File: src/rtl/serreg_pkg.sv
package serreg_pkg;

  localparam int HDR_BITS  = 8;
  localparam int BYTE_BITS = 8;
  localparam int WAIT_RISE = 2;

  typedef enum logic [2:0] {
    ST_IDLE,
    ST_HDR,
    ST_PROG,
    ST_RWAIT,
    ST_RSHIFT
  } xfer_state_t;

endpackage

File: src/rtl/serreg_sync.sv
module serreg_sync #(
  parameter int STAGES = 2
) (
  input  logic clk,
  input  logic rst_n,
  input  logic sen_i,
  input  logic sclk_i,
  input  logic sdata_i,
  output logic sen_s,
  output logic sen_fall,
  output logic sclk_rise,
  output logic sclk_fall,
  output logic sdata_s
);

  logic [STAGES-1:0] sen_p, sclk_p, sd_p;
  logic [STAGES-1:0] sen_p_n, sclk_p_n, sd_p_n;
  logic              sen_q, sclk_q;

  // Shift chains, next value computed separately from the registers.
  always_comb begin
    sen_p_n  = {sen_p[STAGES-2:0],  sen_i};
    sclk_p_n = {sclk_p[STAGES-2:0], sclk_i};
    sd_p_n   = {sd_p[STAGES-2:0],   sdata_i};
  end

  // Reset values model the safe idle levels: enable low, clock low.
  always_ff @(posedge clk or negedge rst_n) begin
    if (!rst_n) begin
      sen_p  <= '0;
      sclk_p <= '0;
      sd_p   <= '0;
      sen_q  <= 1'b0;
      sclk_q <= 1'b0;
    end else begin
      sen_p  <= sen_p_n;
      sclk_p <= sclk_p_n;
      sd_p   <= sd_p_n;
      sen_q  <= sen_p[STAGES-1];
      sclk_q <= sclk_p[STAGES-1];
    end
  end

  assign sen_s     = sen_p[STAGES-1];
  assign sdata_s   = sd_p[STAGES-1];
  assign sen_fall  = sen_q & ~sen_p[STAGES-1];
  assign sclk_rise = ~sclk_q & sclk_p[STAGES-1];
  assign sclk_fall = sclk_q & ~sclk_p[STAGES-1];

endmodule

File: src/rtl/serreg_ctrl.sv
module serreg_ctrl
  import serreg_pkg::*;
#(
  parameter int AW = 6
) (
  input  logic                 clk,
  input  logic                 rst_n,
  input  logic                 sen_s,
  input  logic                 sen_fall,
  input  logic                 sclk_rise,
  input  logic                 sclk_fall,
  input  logic                 sdata_s,
  input  logic [BYTE_BITS-1:0] rd_data,
  output logic [AW-1:0]        rd_addr,
  output logic                 wr_en,
  output logic [AW-1:0]        wr_addr,
  output logic [BYTE_BITS-1:0] wr_data,
  output logic                 sdo,
  output logic                 oe_q
);

  localparam int CW = $clog2(BYTE_BITS + 1);

  xfer_state_t          state_q, state_n;
  logic [HDR_BITS-1:0]  hdr_q, hdr_n, hdr_shift;
  logic [CW-1:0]        hcnt_q, hcnt_n;
  logic [BYTE_BITS-1:0] dat_q, dat_n;
  logic [CW-1:0]        dcnt_q, dcnt_n;
  logic [1:0]           wcnt_q, wcnt_n;
  logic [BYTE_BITS-1:0] rsh_q, rsh_n;
  logic [CW-1:0]        ocnt_q, ocnt_n;
  logic                 sdo_q, sdo_n;
  logic                 oe_n;

  assign hdr_shift = {sdata_s, hdr_q[HDR_BITS-1:1]};
  assign rd_addr   = hdr_shift[AW-1:0];
  assign wr_addr   = hdr_q[AW-1:0];
  assign wr_data   = dat_q;
  assign sdo       = sdo_q;

  always_comb begin
    state_n = state_q;
    hdr_n   = hdr_q;
    hcnt_n  = hcnt_q;
    dat_n   = dat_q;
    dcnt_n  = dcnt_q;
    wcnt_n  = wcnt_q;
    rsh_n   = rsh_q;
    ocnt_n  = ocnt_q;
    sdo_n   = sdo_q;
    oe_n    = oe_q;
    wr_en   = 1'b0;
    if (!sen_s) begin
      state_n = ST_IDLE;
      oe_n    = 1'b0;
      if (sen_fall && state_q == ST_PROG && dcnt_q == CW'(BYTE_BITS))
        wr_en = 1'b1;
    end else begin
      unique case (state_q)
        ST_IDLE: begin
          state_n = ST_HDR;
          hcnt_n  = '0;
          dcnt_n  = '0;
          wcnt_n  = '0;
          ocnt_n  = '0;
        end
        ST_HDR: begin
          if (sclk_rise) begin
            hdr_n  = hdr_shift;
            hcnt_n = hcnt_q + 1'b1;
            if (hcnt_q == CW'(HDR_BITS - 1)) begin
              if (sdata_s) begin
                rsh_n   = rd_data;
                state_n = ST_RWAIT;
              end else begin
                state_n = ST_PROG;
              end
            end
          end
        end
        ST_PROG: begin
          if (sclk_rise) begin
            dat_n = {sdata_s, dat_q[BYTE_BITS-1:1]};
            if (dcnt_q != CW'(BYTE_BITS))
              dcnt_n = dcnt_q + 1'b1;
          end
        end
        ST_RWAIT: begin
          if (sclk_rise) begin
            if (wcnt_q == 2'(WAIT_RISE - 1))
              state_n = ST_RSHIFT;
            else
              wcnt_n = wcnt_q + 1'b1;
          end
        end
        ST_RSHIFT: begin
          if (sclk_fall) begin
            if (ocnt_q != CW'(BYTE_BITS)) begin
              sdo_n  = rsh_q[0];
              rsh_n  = {1'b0, rsh_q[BYTE_BITS-1:1]};
              oe_n   = 1'b1;
              ocnt_n = ocnt_q + 1'b1;
            end else begin
              oe_n = 1'b0;
            end
          end
        end
        default: state_n = ST_IDLE;
      endcase
    end
  end

  always_ff @(posedge clk or negedge rst_n) begin
    if (!rst_n) begin
      state_q <= ST_IDLE;
      hdr_q   <= '0;
      hcnt_q  <= '0;
      dat_q   <= '0;
      dcnt_q  <= '0;
      wcnt_q  <= '0;
      rsh_q   <= '0;
      ocnt_q  <= '0;
      sdo_q   <= 1'b0;
      oe_q    <= 1'b0;
    end else begin
      state_q <= state_n;
      hdr_q   <= hdr_n;
      hcnt_q  <= hcnt_n;
      dat_q   <= dat_n;
      dcnt_q  <= dcnt_n;
      wcnt_q  <= wcnt_n;
      rsh_q   <= rsh_n;
      ocnt_q  <= ocnt_n;
      sdo_q   <= sdo_n;
      oe_q    <= oe_n;
    end
  end

  AST_COMMIT_AFTER_SEN: assert property (@(posedge clk) disable iff (!rst_n)
    wr_en |-> !sen_s);
  AST_SEN_DROP_RELEASES: assert property (@(posedge clk) disable iff (!rst_n)
    $fell(sen_s) |=> !oe_q);
  AST_QUIET_IN_WAIT: assert property (@(posedge clk) disable iff (!rst_n)
    (state_q == ST_RWAIT) |-> !oe_q);
  AST_OUT_COUNT_BOUND: assert property (@(posedge clk) disable iff (!rst_n)
    ocnt_q <= CW'(BYTE_BITS));

endmodule

File: src/rtl/serreg_bank.sv
module serreg_bank
  import serreg_pkg::*;
#(
  parameter int                 NUM_REGS = 16,
  parameter int                 AW       = 6,
  parameter int                 ID_IDX   = 15,
  parameter logic [BYTE_BITS-1:0] ID_VAL = 8'h03
) (
  input  logic                          clk,
  input  logic                          rst_n,
  input  logic                          wr_en,
  input  logic [AW-1:0]                 wr_addr,
  input  logic [BYTE_BITS-1:0]          wr_data,
  input  logic [AW-1:0]                 rd_addr,
  output logic [BYTE_BITS-1:0]          rd_data,
  output logic [NUM_REGS*BYTE_BITS-1:0] regs_o
);

  localparam int IDXW = (NUM_REGS > 1) ? $clog2(NUM_REGS) : 1;

  logic [BYTE_BITS-1:0] view [NUM_REGS];

  for (genvar i = 0; i < NUM_REGS; i++) begin : g_reg
    if (i == ID_IDX) begin : g_id
      assign view[i] = ID_VAL;
    end else begin : g_rw
      logic                 hit;
      logic [BYTE_BITS-1:0] store_q, store_n;
      assign hit = wr_en && (wr_addr == AW'(i));
      always_comb begin
        store_n = store_q;
        if (hit)
          store_n = wr_data;
      end
      always_ff @(posedge clk or negedge rst_n) begin
        if (!rst_n) store_q <= '0;
        else        store_q <= store_n;
      end
      assign view[i] = store_q;

      AST_WRITE_LANDS: assert property (@(posedge clk) disable iff (!rst_n)
        hit |=> (store_q == $past(wr_data)));
    end
    assign regs_o[i*BYTE_BITS +: BYTE_BITS] = view[i];
  end

  always_comb begin
    rd_data = '0;
    if (int'(rd_addr) < NUM_REGS)
      rd_data = view[rd_addr[IDXW-1:0]];
  end

  AST_HOLD_WITHOUT_WRITE: assert property (@(posedge clk) disable iff (!rst_n)
    !wr_en |=> $stable(regs_o));

endmodule

File: src/rtl/serreg_slave.sv
module serreg_slave
  import serreg_pkg::*;
#(
  parameter int                   NUM_REGS    = 16,
  parameter int                   AW          = 6,
  parameter int                   ID_IDX      = 15,
  parameter logic [BYTE_BITS-1:0] ID_VAL      = 8'h03,
  parameter int                   SYNC_STAGES = 2
) (
  input  logic                          clk,
  input  logic                          rst_n,
  input  logic                          sen_i,
  input  logic                          sclk_i,
  input  logic                          sdata_i,
  output logic                          sdata_o,
  output logic                          sdata_oe,
  output logic [NUM_REGS*BYTE_BITS-1:0] regs_o
);

  logic [1:0]           rst_pipe;
  logic                 rst_core_n;
  logic                 sen_s, sen_fall, sclk_rise, sclk_fall, sdata_s;
  logic                 wr_en, oe_q;
  logic [AW-1:0]        wr_addr, rd_addr;
  logic [BYTE_BITS-1:0] wr_data, rd_data;

  // Reset asserts at once and leaves on a clock edge.
  always_ff @(posedge clk or negedge rst_n) begin
    if (!rst_n) rst_pipe <= '0;
    else        rst_pipe <= {rst_pipe[0], 1'b1};
  end
  assign rst_core_n = rst_pipe[1];

  serreg_sync #(.STAGES(SYNC_STAGES)) u_sync (
    .clk       (clk),
    .rst_n     (rst_core_n),
    .sen_i     (sen_i),
    .sclk_i    (sclk_i),
    .sdata_i   (sdata_i),
    .sen_s     (sen_s),
    .sen_fall  (sen_fall),
    .sclk_rise (sclk_rise),
    .sclk_fall (sclk_fall),
    .sdata_s   (sdata_s)
  );

  serreg_ctrl #(.AW(AW)) u_ctrl (
    .clk       (clk),
    .rst_n     (rst_core_n),
    .sen_s     (sen_s),
    .sen_fall  (sen_fall),
    .sclk_rise (sclk_rise),
    .sclk_fall (sclk_fall),
    .sdata_s   (sdata_s),
    .rd_data   (rd_data),
    .rd_addr   (rd_addr),
    .wr_en     (wr_en),
    .wr_addr   (wr_addr),
    .wr_data   (wr_data),
    .sdo       (sdata_o),
    .oe_q      (oe_q)
  );

  serreg_bank #(
    .NUM_REGS (NUM_REGS),
    .AW       (AW),
    .ID_IDX   (ID_IDX),
    .ID_VAL   (ID_VAL)
  ) u_bank (
    .clk     (clk),
    .rst_n   (rst_core_n),
    .wr_en   (wr_en),
    .wr_addr (wr_addr),
    .wr_data (wr_data),
    .rd_addr (rd_addr),
    .rd_data (rd_data),
    .regs_o  (regs_o)
  );

  // The raw enable gates the pad so an abort needs no synchroniser delay.
  assign sdata_oe = oe_q & sen_i;

endmodule

File: config.mk
export PLATFORM = sky130hd
export DESIGN_NAME = serreg_slave
export DESIGN_NICKNAME = d
export VERILOG_FILES = /design/src/rtl/serreg_pkg.sv /design/src/rtl/serreg_sync.sv /design/src/rtl/serreg_ctrl.sv /design/src/rtl/serreg_bank.sv /design/src/rtl/serreg_slave.sv
export SDC_FILE = /design/constraint.sdc
export NUM_CORES = 1
export LEC_CHECK = 0
export CAP_MARGIN = 20
export CORE_UTILIZATION = 25
export DETAILED_ROUTE_END_ITERATION = 10
export GPL_TIMING_DRIVEN = 0
export PLACE_DENSITY_LB_ADDON = 0.25
export SYNTH_ARGS = -nofsm -noshare
export SYNTH_HDL_FRONTEND = slang
export SYNTH_HIERARCHICAL = 1
export SYNTH_SLANG_ARGS = --single-unit
File: constraint.sdc
create_clock -name clk -period 12.8 [get_ports clk]
set_input_delay 2.56 -clock clk [delete_from_list [all_inputs] [get_ports clk]]
set_output_delay 2.56 -clock clk [all_outputs]
set_load 0.05 [all_outputs]
==> results.py <==
metrics = {
    "critical_path": {
        "timing.critical_path.max_delay_family": "buffers and inverters",
        "crit_arrival_ps": 3980,
        "buf_inv_on_cp": 2,
        "timing.critical_path.from_type": "input pin",
        "critical-path-max-stage-delay_ps": 810,
        "critPathMaxFanout": 2,
        "crit_path_cell_trace": "clkdlybuf4s50_1 -> and2_1 -> clkdlybuf4s50_1",
        "cp_data_required_time_ps": 10240,
        "crit_path_frequent_cell": "clkdlybuf4s50_1",
        "cpMaxStageDelayCell": "clkdlybuf4s50_1",
        "setup.worst_path.class": "in -> out",
        "cp-end-kind": "primary output",
    },
    "power_and_ir_drop": {
        "total_leakage_power_nw": 4.72,
        "ir_worst_vdd_v": 0.0000770,
        "power_density_nw_per_um2": 111,
    },
    "clocking": {
        "buffers_from_clock_root_to_sink_at_most": 2,
        "cts_htree_levels": 4,
        "cts_hold_repair.buffers": 0,
        "worst_setup_hold_path_clk_slew_ps": 60,
        "clock_insertion_delay_worst_skew_ps": 430,
        "clock_sinks": 173,
        "cts_buffers": 17,
        "cts_repair_resize_count": 0,
        "clockRootBuffer": "clkbuf_16",
        "tritoncts": "built",
        "postCtsSetupRepairBufs": 0,
    },
    "final_layout": {
        "filler_instances": 3253,
        "mostFrequentLayoutCells": "dfrtp_1 (172), mux2_2 (148), clkdlybuf4s50_1 (126)",
        "finish.cell_count_without_fillers": 1222,
        "diodes": 0,
        "commonest_non_fill_non_tap_cell_in_the_layout": "dfrtp_1",
        "fin_nets": 778,
        "area_delta_synth_final_pct": 29.6,
        "layout-drive-gt1-share_pct": 32.9,
        "final_core_util_pct": 32.9,
    },
    "die": {
        "design.die.area_um2": 33700,
        "die_height_um": 183,
        "core_region_area_um2": 32500,
        "die_w_um": 183,
        "floorplan.io_pins": 135,
        "initial_utilization_pct": 25.4,
        "std_cell_rows": 66,
    },
    "sta": {
        "timing.max_slew.rel_slack_pct": 30.4,
        "timing.final.crit_period_ps": 6540,
        "clock-skew-final_ps": 9.08,
        "timing.final.crit_share_pct": 51.1,
        "setup_violations_final": 0,
        "highest_clock_frequency_the_design_can_meet_mhz": 153,
        "finalSetupTns_ps": 0,
        "setup_repair_after_global_routing_missed_its_margin": "no",
        "hold_viol_final": 0,
        "timing_max_transition_violations_final": 0,
        "tightestPinTransition_ps": 1040,
    },
    "run_status": {
        "failed_checks": "DRC",
        "outcome": "finished with violations",
    },
    "grt": {
        "first_global_vias": 5744,
        "grt_max_degree": 60,
        "grt-ovfl-total": 0,
        "grt_antenna_before_repair": 0,
        "grt_first_pass_wirelength_mm": 36.9,
        "globalRouteTotalUtil_pct": 15.0,
    },
    "placement": {
        "buffer_ports.inserted": 126,
        "placedCellCount": 1190,
        "gp_congestion": 0.746,
        "dp_hpwl_mm": 17.3,
    },
    "synthesis": {
        "yosysWarnings": 6,
        "ys.flop_type": "dfrtp_1",
        "number_of_instances_in_the_synthesized_netlist": 614,
        "synth.ff_latch_count": 173,
        "sequential_share_of_the_synthesized_area_pct": 52.6,
        "mappedNetlistArea_um2": 8230,
        "ys_types": 60,
        "synth_enable_flop_cells": 0,
        "synth.avg_cell_area_um2": 13.4,
        "ys_async_sr_fraction_pct": 100,
    },
    "route": {
        "dr_total_vias": 5491,
        "wl_mm": 24.2,
        "vias_per_cell": 4.49,
        "drt_pass1_iterations": 7,
        "ant_nets": 0,
        "drt_drc_violations_left": 1,
        "routedWlPerCell_um": 19.8,
        "drtIter0Drc": 246,
    },
    "worst_hold_path": {
        "min-delay-path-class": "reg -> reg",
    },
    "job": {
        "timing.max_cap.violations": 0,
    },
}
==> synth_stat cells (2+ instances only) <==
library cell,count,area [um2]
o22ai_1,5,31.3
mux2_2,148,1670
mux2_4,7,105
mux2i_1,25,250
nand3_1,4,20.0
nand2_1,22,82.6
nand4_1,3,18.8
nor2_1,9,33.8
mux4_2,14,315
or3_1,6,37.5
nand2_2,3,18.8
buf_1,3,11.3
o21ai_0,28,140
inv_1,13,48.8
nand2b_1,4,25.0
nor3b_1,2,15.0
a31oi_1,5,31.3
ha_1,6,75.1
and2_1,2,12.5
nor3_4,2,32.5
buf_2,13,65.1
and2b_1,3,22.5
buf_4,21,158
nand3_2,2,20.0
nor2_4,4,45.0
conb_1,3,11.3
nor3_1,3,15.0
a2111oi_0,2,17.5
o211a_1,6,60.1
a221oi_1,6,52.6
nor3_2,2,20.0
nor2_2,3,18.8
a22oi_1,3,22.5
nand4b_1,2,17.5
nand3b_1,3,22.5
nor2b_1,12,75.1
a21oi_1,4,20.0
clkbuf_1,16,60.1
dfrtp_1,173,4330
mux2_1,2,22.5
==> path summary, 6_finish.rpt <==
check	start	end	slack (ps)	cells past startpoint
min in group asynchronous	rst_pipe[1]$_DFF_PN0_	u_bank/g_reg[5].g_rw.store_q[2]$_DFFE_PN0P_	410	0
setup reg to reg	u_ctrl/state_q[0]$_DFFE_PN0P_	u_bank/g_reg[1].g_rw.store_q[4]$_DFFE_PN0P_	9620	9
max in group asynchronous	rst_n	rst_pipe[1]$_DFF_PN0_	10390	1
hold / removal	u_sync/sclk_p[0]$_DFF_PN0_	u_sync/sclk_p[1]$_DFF_PN0_	350	0
setup / recovery	sen_i	sdata_oe	6260	3
hold reg to reg	u_sync/sclk_p[0]$_DFF_PN0_	u_sync/sclk_p[1]$_DFF_PN0_	350	0
==> sequential cells by signal, summed over array words and instances, names as in the netlist, 3 cells and up <==
register	count
u_ctrl/dcnt_q	4
u_bank/g.g_rw.store_q	120
u_ctrl/ocnt_q	4
u_ctrl/hdr_q	8
u_ctrl/hcnt_q	4
u_ctrl/wr_data	8
u_ctrl/rsh_q	8
u_ctrl/state_q	3
==> final cells by class <==
class / count / area (um2) / share of cell area [%]
Sequential cell: 173 / 4330 / 40.6
Multi-Input combinational cell: 380 / 3580 / 33.5
Timing Repair Buffer: 128 / 1320 / 12.3
Tap cell: 442 / 553 / 5.18
Clock buffer: 21 / 450 / 4.22
Buffer: 53 / 294 / 2.75
Clock inverter: 11 / 95.1 / 0.891
Inverter: 14 / 52.6 / 0.492
==> worst register-to-register path, stage by stage (launching register included) <==
cell      delay [ps]
dfrtp_1          420
buf_2            210
and2b_1          240
nand3b_1          80
nor3_1           210
or3b_1           430
or3_1            310
buf_2            190
nor3_4           540
mux2_2           410
==> per-layer routing <==
metal / up-vias / wire length (um) / part of all wire (%) / global-route usage [%]
li1: 2516 / - / - / -
met1: 2832 / 10700 / 44 / 19.0
met2: 118 / 11900 / 49 / 24.8
met3: 25 / 1120 / 4.6 / 3.72
met4: 0 / 457 / 1.9 / 4.93
met5: - / 0 / 0 / 0
==> power by group <==
part | switching, mW | internal (mW)
Sequential | 0.00996 | 0.554
Clock | 0.222 | 0.272
Combinational | 0.0744 | 0.0499
Total | 0.306 | 0.876
==> cell families (layout without fill, tap and decap cells) <==
logic type | count (synthesis) | after routing | synth area share [%]
xor gates and xnor gates | 1 | 1 | 0.106
AOI/OAI and AO/OA | 69 | 69 | 5.70
adders and majority gates | 6 | 6 | 0.912
and+or+nand+nor | 99 | 99 | 7.70
muxes | 196 | 196 | 28.7
buffers and inverters | 67 | 227 | 4.21
DFF | 173 | 173 | 52.6
other | 3 | 9 | 0.137
==> through the flow <==
step / area (um2) / total power [mW] / setup slack (ps) / hold WS, ps
after floorplan: 8260 / 0.662 / 7270 / 331
after global routing: 10700 / 1.23 / 6200 / 354
after detailed placement: 10100 / 0.700 / 6230 / 336
final: 10700 / 1.18 / 6260 / 349
after CTS: 10700 / 1.20 / 6220 / 353
after global placement: 10100 / 0.697 / 5180 / 337
No activity file was read; power rests on OpenSTA's default activity.
